File: src/rtl/mvs_pkg.sv
package mvs_pkg;

  typedef enum logic {
    GRP_PAIR = 1'b0,
    GRP_QUAD = 1'b1
  } grp_e;

  localparam int unsigned DEF_MAX_VL  = 2048;
  localparam int unsigned DEF_SEL_W   = 32;
  localparam int unsigned DEF_OFF_W   = 3;
  localparam int unsigned DEF_ZREG_W  = 5;

endpackage

File: src/rtl/mvs_stride_calc.sv
module mvs_stride_calc #(
  parameter int unsigned VL_W  = 12,
  parameter int unsigned ROW_W = 8
) (
  input  logic [VL_W-1:0]  vl_bits,
  input  mvs_pkg::grp_e    grp,
  output logic [ROW_W-1:0] stride,
  output logic [ROW_W-1:0] wrap_mask
);
  import mvs_pkg::*;

  // rows = bytes in one vector; slice width = rows / vectors in group
  function automatic logic [ROW_W-1:0] slice_width(input logic [VL_W-1:0] vl,
                                                   input grp_e g);
    logic [VL_W-1:0] rows;
    logic [VL_W-1:0] w;
    rows = vl >> 3;
    w    = (g == GRP_QUAD) ? (rows >> 2) : (rows >> 1);
    return w[ROW_W-1:0];
  endfunction

  always_comb begin
    stride    = slice_width(vl_bits, grp);
    wrap_mask = stride - ROW_W'(1);
  end

endmodule

File: src/rtl/mvs_field_capture.sv
module mvs_field_capture #(
  parameter int unsigned ROW_W  = 8,
  parameter int unsigned ZREG_W = 5
) (
  input  logic              clk,
  input  logic              rst_n,
  input  logic              load,
  input  logic [ROW_W-1:0]  stride_d,
  input  logic [ZREG_W-1:0] src_base_d,
  input  mvs_pkg::grp_e     grp_d,
  output logic [ROW_W-1:0]  stride_q,
  output logic [ZREG_W-1:0] src_base_q,
  output mvs_pkg::grp_e     grp_q
);
  import mvs_pkg::*;

  always_ff @(posedge clk or negedge rst_n) begin
    if (!rst_n) begin
      stride_q   <= '0;
      src_base_q <= '0;
      grp_q      <= GRP_PAIR;
    end else if (load) begin
      stride_q   <= stride_d;
      src_base_q <= src_base_d;
      grp_q      <= grp_d;
    end
  end

endmodule

File: src/rtl/mvs_step_ctrl.sv
module mvs_step_ctrl #(
  parameter int unsigned STEP_W = 2,
  parameter int unsigned ROW_W  = 8
) (
  input  logic              clk,
  input  logic              rst_n,
  input  logic              start,
  input  mvs_pkg::grp_e     grp_q,
  input  logic [ROW_W-1:0]  first_row_d,
  input  logic [ROW_W-1:0]  stride_q,
  output logic              load,
  output logic              valid_q,
  output logic              last,
  output logic [STEP_W-1:0] step_q,
  output logic [ROW_W-1:0]  row_q
);
  import mvs_pkg::*;

  localparam logic [STEP_W-1:0] LAST_PAIR = STEP_W'(1);
  localparam logic [STEP_W-1:0] LAST_QUAD = STEP_W'(3);

  function automatic logic [STEP_W-1:0] final_step(input grp_e g);
    return (g == GRP_QUAD) ? LAST_QUAD : LAST_PAIR;
  endfunction

  logic advance;

  always_comb begin
    load    = start && !valid_q;
    last    = valid_q && (step_q == final_step(grp_q));
    advance = valid_q && !last;
  end

  always_ff @(posedge clk or negedge rst_n) begin
    if (!rst_n) begin
      valid_q <= 1'b0;
      step_q  <= '0;
      row_q   <= '0;
    end else if (load) begin
      valid_q <= 1'b1;
      step_q  <= '0;
      row_q   <= first_row_d;
    end else if (advance) begin
      step_q  <= step_q + STEP_W'(1);
      row_q   <= row_q + stride_q;
    end else if (last) begin
      valid_q <= 1'b0;
    end
  end

endmodule

File: src/rtl/mvgrp_row_seq.sv
module mvgrp_row_seq #(
  parameter int unsigned MAX_VL = mvs_pkg::DEF_MAX_VL,
  parameter int unsigned SEL_W  = mvs_pkg::DEF_SEL_W,
  parameter int unsigned OFF_W  = mvs_pkg::DEF_OFF_W,
  parameter int unsigned ZREG_W = mvs_pkg::DEF_ZREG_W,
  localparam int unsigned VL_W   = $clog2(MAX_VL) + 1,
  localparam int unsigned ROW_W  = $clog2(MAX_VL / 8),
  localparam int unsigned ZF_W   = ZREG_W - 1,
  localparam int unsigned STEP_W = 2,
  localparam int unsigned GPR_W  = 4
) (
  input  logic              clk,
  input  logic              rst_n,
  input  logic              start,
  input  logic [1:0]        sel_field,
  input  logic [SEL_W-1:0]  sel_value,
  input  logic [OFF_W-1:0]  sel_offset,
  input  logic [ZF_W-1:0]   zm_field,
  input  logic              quad,
  input  logic [VL_W-1:0]   vl_bits,
  output logic [GPR_W-1:0]  base_gpr,
  output logic              acc_valid,
  output logic [ROW_W-1:0]  row_idx,
  output logic [ZREG_W-1:0] src_reg,
  output logic [STEP_W-1:0] acc_step,
  output logic              acc_done
);
  import mvs_pkg::*;

  // Aligned source block: pair -> field*2, quad -> low field bits * 4
  function automatic logic [ZREG_W-1:0] src_block(input logic [ZF_W-1:0] f,
                                                  input grp_e g);
    return (g == GRP_QUAD) ? {f[ZF_W-2:0], 2'b00} : {f, 1'b0};
  endfunction

  // Full-width add, carry out dropped, then wrap into first slice
  function automatic logic [ROW_W-1:0] wrap_start(input logic [SEL_W-1:0] base,
                                                  input logic [OFF_W-1:0] off,
                                                  input logic [ROW_W-1:0] msk);
    logic [SEL_W-1:0] sum;
    sum = base + SEL_W'(off);
    return sum[ROW_W-1:0] & msk;
  endfunction

  grp_e              grp_d;
  grp_e              grp_q;
  logic [ROW_W-1:0]  stride_d;
  logic [ROW_W-1:0]  wrap_mask;
  logic [ROW_W-1:0]  first_row_d;
  logic [ZREG_W-1:0] src_base_d;
  logic [ROW_W-1:0]  stride_q;
  logic [ZREG_W-1:0] src_base_q;
  logic              quad_q;
  logic              load;
  logic              valid_q;
  logic              last;
  logic [STEP_W-1:0] step_q;
  logic [ROW_W-1:0]  row_q;

  assign grp_d       = quad ? GRP_QUAD : GRP_PAIR;
  assign quad_q      = (grp_q == GRP_QUAD);
  assign first_row_d = wrap_start(sel_value, sel_offset, wrap_mask);
  assign src_base_d  = src_block(zm_field, grp_d);

  mvs_stride_calc #(.VL_W(VL_W), .ROW_W(ROW_W)) u_stride (
    .vl_bits   (vl_bits),
    .grp       (grp_d),
    .stride    (stride_d),
    .wrap_mask (wrap_mask)
  );

  mvs_field_capture #(.ROW_W(ROW_W), .ZREG_W(ZREG_W)) u_cap (
    .clk        (clk),
    .rst_n      (rst_n),
    .load       (load),
    .stride_d   (stride_d),
    .src_base_d (src_base_d),
    .grp_d      (grp_d),
    .stride_q   (stride_q),
    .src_base_q (src_base_q),
    .grp_q      (grp_q)
  );

  mvs_step_ctrl #(.STEP_W(STEP_W), .ROW_W(ROW_W)) u_step (
    .clk         (clk),
    .rst_n       (rst_n),
    .start       (start),
    .grp_q       (grp_q),
    .first_row_d (first_row_d),
    .stride_q    (stride_q),
    .load        (load),
    .valid_q     (valid_q),
    .last        (last),
    .step_q      (step_q),
    .row_q       (row_q)
  );

  assign base_gpr  = {2'b10, sel_field};
  assign acc_valid = valid_q;
  assign acc_done  = last;
  assign acc_step  = step_q;
  assign row_idx   = row_q;
  assign src_reg   = src_base_q + ZREG_W'(step_q);

endmodule

File: config.mk
export PLATFORM = sky130hd
export DESIGN_NAME = mvgrp_row_seq
export DESIGN_NICKNAME = d
export VERILOG_FILES = /design/src/rtl/mvs_pkg.sv /design/src/rtl/mvs_stride_calc.sv /design/src/rtl/mvs_field_capture.sv /design/src/rtl/mvs_step_ctrl.sv /design/src/rtl/mvgrp_row_seq.sv
export SDC_FILE = /design/constraint.sdc
export NUM_CORES = 1
export LEC_CHECK = 0
export BUFFER_PORTS_ARGS = -buffer_cell sky130_fd_sc_hd__buf_2
export CORE_ASPECT_RATIO = 0.7
export CORE_MARGIN = 2
export CORE_UTILIZATION = 44
export DETAILED_ROUTE_END_ITERATION = 10
export PLACE_DENSITY = 0.78
export SYNTH_ARGS = -nofsm -noshare
export SYNTH_HDL_FRONTEND = slang
export SYNTH_HIERARCHICAL = 1
export SYNTH_SLANG_ARGS = --single-unit
File: constraint.sdc
create_clock -name clk -period 1.7 [get_ports clk]
set_input_delay 0.255 -clock clk [delete_from_list [all_inputs] [get_ports clk]]
set_output_delay 0.255 -clock clk [all_outputs]
set_load 0.01 [all_outputs]
==> reports/metrics.yaml, run 1 <==
sta:
  setup_viol: 8
  skew_ns: 0.00398
  max_clock_freq_mhz: 517
  finalWorstSetupSlack_ns: -0.235
  hold_viol: 0
  worst_pin_slew_ns: 0.585
  grt_setup_unrepaired: "true"
  period_share_pct: 114
  min_period_ns: 1.94
  slew_headroom_pct: 61.0
  maxSlewViolCount: 0
setup_path:
  reg2reg_setup_slack_ns: -0.14
  crit_family: "adder cells"
  cp-start-kind: "flop"
  r2r_cells: 7
  crit_buf_inv: 2
  path_cells: "ha_2 > inv_2 > fa_2 > nor2_2 > xor2_1 > buf_2"
  path_max_fanout: 2
  timing.rr.start: "u_cap/stride_q[1]"
  worstPathRequired_ns: 1.44
  slowest_stage: "dfrtp_1"
  r2r-end: "u_step/row_q[5]"
  arrival_ns: 1.68
  path_class: "reg -> out"
  max_stage_delay_ns: 0.38
  end_kind: "primary output"
placed_design:
  hpwl_um: 3790
  io_buffers: 43
  place_area_mm2: 0.00251
  gp_congestion: 0.837
floorplan:
  core_area_mm2: 0.00433
  ios: 78
  rows: 20
  die_x_um: 84.2
  start_util_pct: 45.8
  die_h_um: 60.2
  dieArea_mm2: 0.00507
power_and_ir_drop:
  peakVddDrop_mv: 0.882
  power_frac_clock_pct: 7.5
  seq_power_share_pct: 24.1
  p_per_area_mw_per_mm2: 1820
  p_leak_nw: 1.34
  p_sw_mw: 2.09
  p_int_mw: 2.85
  p_comb_share_pct: 68.4
  swShare_pct: 42.3
  p_total_mw: 4.94
synthesis:
  synth_ff_type: "dfrtp_1"
  synth_edf_count: 0
  ys_warn_count: 6
  syn_inst: 216
  synthAdderAreaFrac_pct: 11.2
  synth-xor-area-share_pct: 6.18
  seq_area_frac_synth_pct: 31.5
  netlist_area_mm2: 0.00198
  synth-compound-area-share_pct: 12.9
  async_flop_share_pct: 100
  synthMuxAreaShare_pct: 13.8
  synth_top_family_by_area: "simple AND/OR/NAND/NOR gates"
  avgSynthCellArea_um2: 9.18
  ys_ff_latch: 25
  synth-simple-area-share_pct: 17.9
  synth_cell_types: 40
global_route:
  grt_pass1_wl_um: 7600
  grt_usage_pct: 19.3
  grt_pass1_vias: 1532
  antenna_found_initial: 0
  top_usage_layer: "met2"
  grtUsageMet3_pct: 3.59
  met1_usage_pct: 28.8
  gr-total-overflow: 0
  grt_max_degree: 26
  grt_use_met2_pct: 28.8
drt:
  route.detailed.drc: 0
  firstDrtPassIters: 4
  postRouteAntennaNets: 0
  initialDrtViolationCount: 99
  wl_um: 4840
  avgRoutedWirePerCell_um: 13.7
  vias: 1818
  via_per_inst: 5.15
run:
  maxCapViolations: 0
outcome:
  violations: "negative setup slack"
  status: "finished with violations"
final_layout:
  final_common_cell: "buf_2"
  layout_common_cells: "buf_2, buf_4, dfrtp_1"
  fin_nets: 372
  fin_area_mm2: 0.00272
  antenna_cells: 0
  layout-drive-gt1-share_pct: 45.3
  area_delta_synth_final_pct: 37.0
  fill_cells: 357
clock_tree:
  cts_root_buf: "clkbuf_8"
  cts_buffer_depth: 2
  cts_tree: "yes"
  clk_pin_slew_ns: 0.09
  cts_sinks: 25
  insertion_delay_ns: 0.27
  numCtsBuffers: 3
  htreeDepth: 1
min_path:
  holdPathStages: 3
  hp-start: "zm_field[0]"
  min_path_type: "in -> reg"
  holdPathEnd: "u_cap/src_base_q[1]"
[final cells by class]
cell class                 count  area [µm²]  area share (%)
clock buffer                   3        41.3            1.52
clock inverter                 1        5.00           0.184
inverter                      16        60.1            2.21
multi-input combinational    168        1380            50.6
sequential                    25         626            23.0
tap                           55        68.8            2.53
timing repair buffer          85         541            19.9
[how the worst max path moves through the flow]
stage                           startpoint         endpoint  slack (ns)  depth (start not counted)
final                     u_step/step_q[0]       src_reg[4]       -0.24                          6
after detailed placement              quad  u_step/row_q[4]       -0.28                          9
after global placement                quad  u_step/row_q[4]       -0.24                         10
after global routing      u_step/step_q[0]       src_reg[4]       -0.33                          6
after floorplan            u_step/row_q[6]  u_step/row_q[7]       -0.11                          7
after CTS                 u_step/step_q[0]       src_reg[4]       -0.21                          6
[cell usage after synthesis, drive strengths merged, types with 5 or more instances]
cell type / number / share of area [%]
mux2: 20 / 12
buf: 7 / 2.9
xnor2: 9 / 4.0
ha: 13 / 8.2
nor2: 14 / 2.6
nand2b: 7 / 2.2
nand2: 19 / 3.6
dfrtp: 25 / 32
xor2: 5 / 2.2
o21ai: 14 / 3.5
inv: 16 / 3.0
a21oi: 15 / 3.8
and3: 6 / 2.2
[repair_timing]
action / CTS / global route
gates resized for setup: 16 / 7
hold endpoints to repair: 25 / 0
setup buffers: 4 / 4
setup endpoints to repair: 8 / 11
hold buffers: 1 / 0
pin swaps: 13 / 14
[power groups by stage]
| stage | combinational, mW | clock (mW) | sequential, mW |
|---|---|---|---|
| after global placement | 2.85 | 0 | 1.14 |
| after floorplan | 1.84 | 0 | 1.18 |
| after global routing | 3.73 | 0.394 | 1.23 |
| after detailed placement | 2.95 | 0 | 1.16 |
| after CTS | 3.19 | 0.378 | 1.17 |
| final | 3.38 | 0.369 | 1.19 |
[metrics by stage]
stage                     instances  util, %  TNS (ns)  hold WS, ns  setup slack [ns]
after CTS                       350     61.4    -0.867        0.330            -0.215
final                           353     62.7     -1.20        0.331            -0.235
after global placement          341     57.9    -0.433        0.286            -0.239
after detailed placement        341     57.9    -0.660        0.294            -0.282
after floorplan                 217        -    -0.127      -0.0406            -0.106
after global routing            353     62.7     -1.85        0.342            -0.333
[routing by layer]
metal  vias to the layer above  share of wire, %
met3                        11               5.6
met4                         0               1.6
met5                         -                 0
met1                       845                50
met2                        53                43
li1                        909                 -
[registers in the layout (all words and copies together), names as in the netlist]
name              cells
u_cap/grp_q           1
u_cap/src_base_q      5
u_cap/stride_q        8
u_step/row_q          8
u_step/step_q         2
u_step/valid_q        1
[tightest hold or removal path: stages]
cell	delay (ns)
buf_2	0.08
nor2b_1	0.11
mux2_2	0.14
[cell families after synthesis]
family          after synthesis
compound gates               43
buf+inv                      24
xor+xnor                     14
fa+ha+maj                    16
flops                        25
other cells                   2
mux                          24
simple gates                 68
(Power assumes the default switching activity.)
==> run 2: changes to the inputs <==
==> constraint.sdc (replaced) <==
create_clock -name clk -period 1.7 [get_ports clk]
set_input_delay 0.085 -clock clk [delete_from_list [all_inputs] [get_ports clk]]
set_output_delay 0.085 -clock clk [all_outputs]
set_load 0.01 [all_outputs]
==> reports/metrics.yaml, run 2 (synthesis gave the netlist of run 1 again) <==
drt:
  via_per_inst: 5.24
  postRouteAntennaNets: 0
  avgRoutedWirePerCell_um: 13.8
  wl_um: 4800
  vias: 1819
  route.detailed.drc: 0
  firstDrtPassIters: 4
  initialDrtViolationCount: 158
setup_path:
  reg2reg_setup_slack_ns: -0.14
  cp-startpoint: "u_cap/stride_q[0]"
  crit_end: "u_step/row_q[7]"
  path_max_fanout: 3
  cp-start-kind: "flop"
  arrival_ns: 2.01
  end_kind: "flop"
  path_class: "reg -> reg"
  r2r-end: "u_step/row_q[7]"
  timing.rr.start: "u_cap/stride_q[0]"
  worstPathRequired_ns: 1.86
  r2r_cells: 8
final_layout:
  instances_no_fill: 347
  fin_nets: 366
  area_delta_synth_final_pct: 34.6
  reg.largest.list: "u_cap/stride_q: 8 flops, u_step/row_q: 8 flops, u_cap/src_base_q: 5 flops"
  layout_common_cells: "buf_2, buf_4, dfrtp_1"
  layout-drive-gt1-share_pct: 42.1
  final_common_cell: "buf_2"
  final_util_pct: 61.7
  antenna_cells: 0
sta:
  hold_viol: 0
  min_period_ns: 1.84
  slew_headroom_pct: 60.8
  worst_pin_slew_ns: 0.588
  skew_ns: 0.00104
  setup_viol: 5
  finalWorstSetupSlack_ns: -0.144
  maxSlewViolCount: 0
  grt_setup_unrepaired: "true"
  max_clock_freq_mhz: 542
  period_share_pct: 108
  fin_tns_setup_ns: -0.417
floorplan:
  start_util_pct: 45.8
  die_x_um: 84.2
  dieArea_mm2: 0.00507
  ios: 78
  die_h_um: 60.2
  core_area_mm2: 0.00433
  rows: 20
clock_tree:
  cts_root_buf: "clkbuf_8"
  cts_sinks: 25
  insertion_delay_ns: 0.27
  numCtsBuffers: 3
  htreeDepth: 1
  cts_buffer_depth: 2
  cts_tree: "yes"
  clk_pin_slew_ns: 0.09
min_path:
  holdPathStages: 5
  min_path_type: "in -> reg"
global_route:
  grt_max_degree: 26
  grt_pass1_wl_um: 8170
  grt_usage_pct: 20.2
  grt_pass1_vias: 1704
  antenna_found_initial: 0
  gr-total-overflow: 0
power_and_ir_drop:
  seq_power_share_pct: 23.1
  p_int_mw: 2.86
  p_leak_nw: 1.32
  p_sw_mw: 2.13
  swShare_pct: 42.7
  power_frac_clock_pct: 7.3
  p_per_area_mw_per_mm2: 1870
  peakVddDrop_mv: 0.901
  p_comb_share_pct: 69.6
placed_design:
  hpwl_um: 3700
  dpl.cell_count: 336
  io_buffers: 43
  gp_congestion: 0.854
outcome:
  status: "finished with violations"
  violations: "negative setup slack"
run:
  maxCapViolations: 0
[run 2: worst min-delay path by stage]
stage,startpoint,end,slack [ns]
after floorplan,rst_n,u_cap/grp_q,-0.21
after global placement,rst_n,u_cap/src_base_q[3],0.11
after detailed placement,rst_n,u_cap/src_base_q[3],0.12
after CTS,sel_value[7],u_step/row_q[7],0.16
after global routing,sel_field[1],base_gpr[1],0.17
final,sel_value[7],u_step/row_q[7],0.17
[run 2: area by class of cell]
cell class / instances / area [µm²]
well taps: 55 / 68.8
inverters: 16 / 60.1
clock buffers: 4 / 45.0
fillers: 366 / 1660
multi-input cells: 168 / 1350
repair buffers: 79 / 520
flip-flops and latches: 25 / 626
[run 2: what timing repair did]
action	CTS	global route
endpoints found under the hold margin	25	0
endpoints found under the setup margin	8	9
hold buffers	1	0
buffers inserted	4	2
gates resized for setup	8	13
pin swaps	3	12
[run 2: per-layer routing]
metal  part of all wire (%)  track usage, %  vias to the layer above
met4                   0.19            3.00                        0
met1                     50            29.4                      866
met2                     43            31.2                       59
met3                    6.7            4.83                        2
met5                      0               0                        -
li1                       -               -                      892
[run 2: critical path, cell delays in order (launching register included)]
cell     delay, ns
dfrtp_1       0.42
ha_4          0.18
buf_6         0.11
a211o_1       0.32
a21o_1        0.20
and3_4        0.18
nor3_4        0.11
xnor2_1       0.14
o21ai_1       0.08
[run 2: metrics by stage]
step                      instance area [µm²]  setup slack (ns)  hold slack, ns  total power, mW
after global routing                     2670            -0.229           0.170             5.40
after global placement                   2480            -0.104           0.111             4.07
after floorplan                          2020            -0.106          -0.211             3.02
after CTS                                2600            -0.146           0.163             4.72
final                                    2670            -0.144           0.170             4.99
after detailed placement                 2480            -0.135           0.124             4.16
[run 2: power by group through the flow]
stage          combinational (mW)  clock, mW  sequential (mW)
4_1_cts                      3.21      0.372             1.14
2_1_floorplan                1.84          0             1.18
5_1_grt                      3.82      0.394             1.19
3_5_place_dp                 3.03          0             1.14
3_3_place_gp                 2.94          0             1.13
6_report                     3.47      0.362             1.15
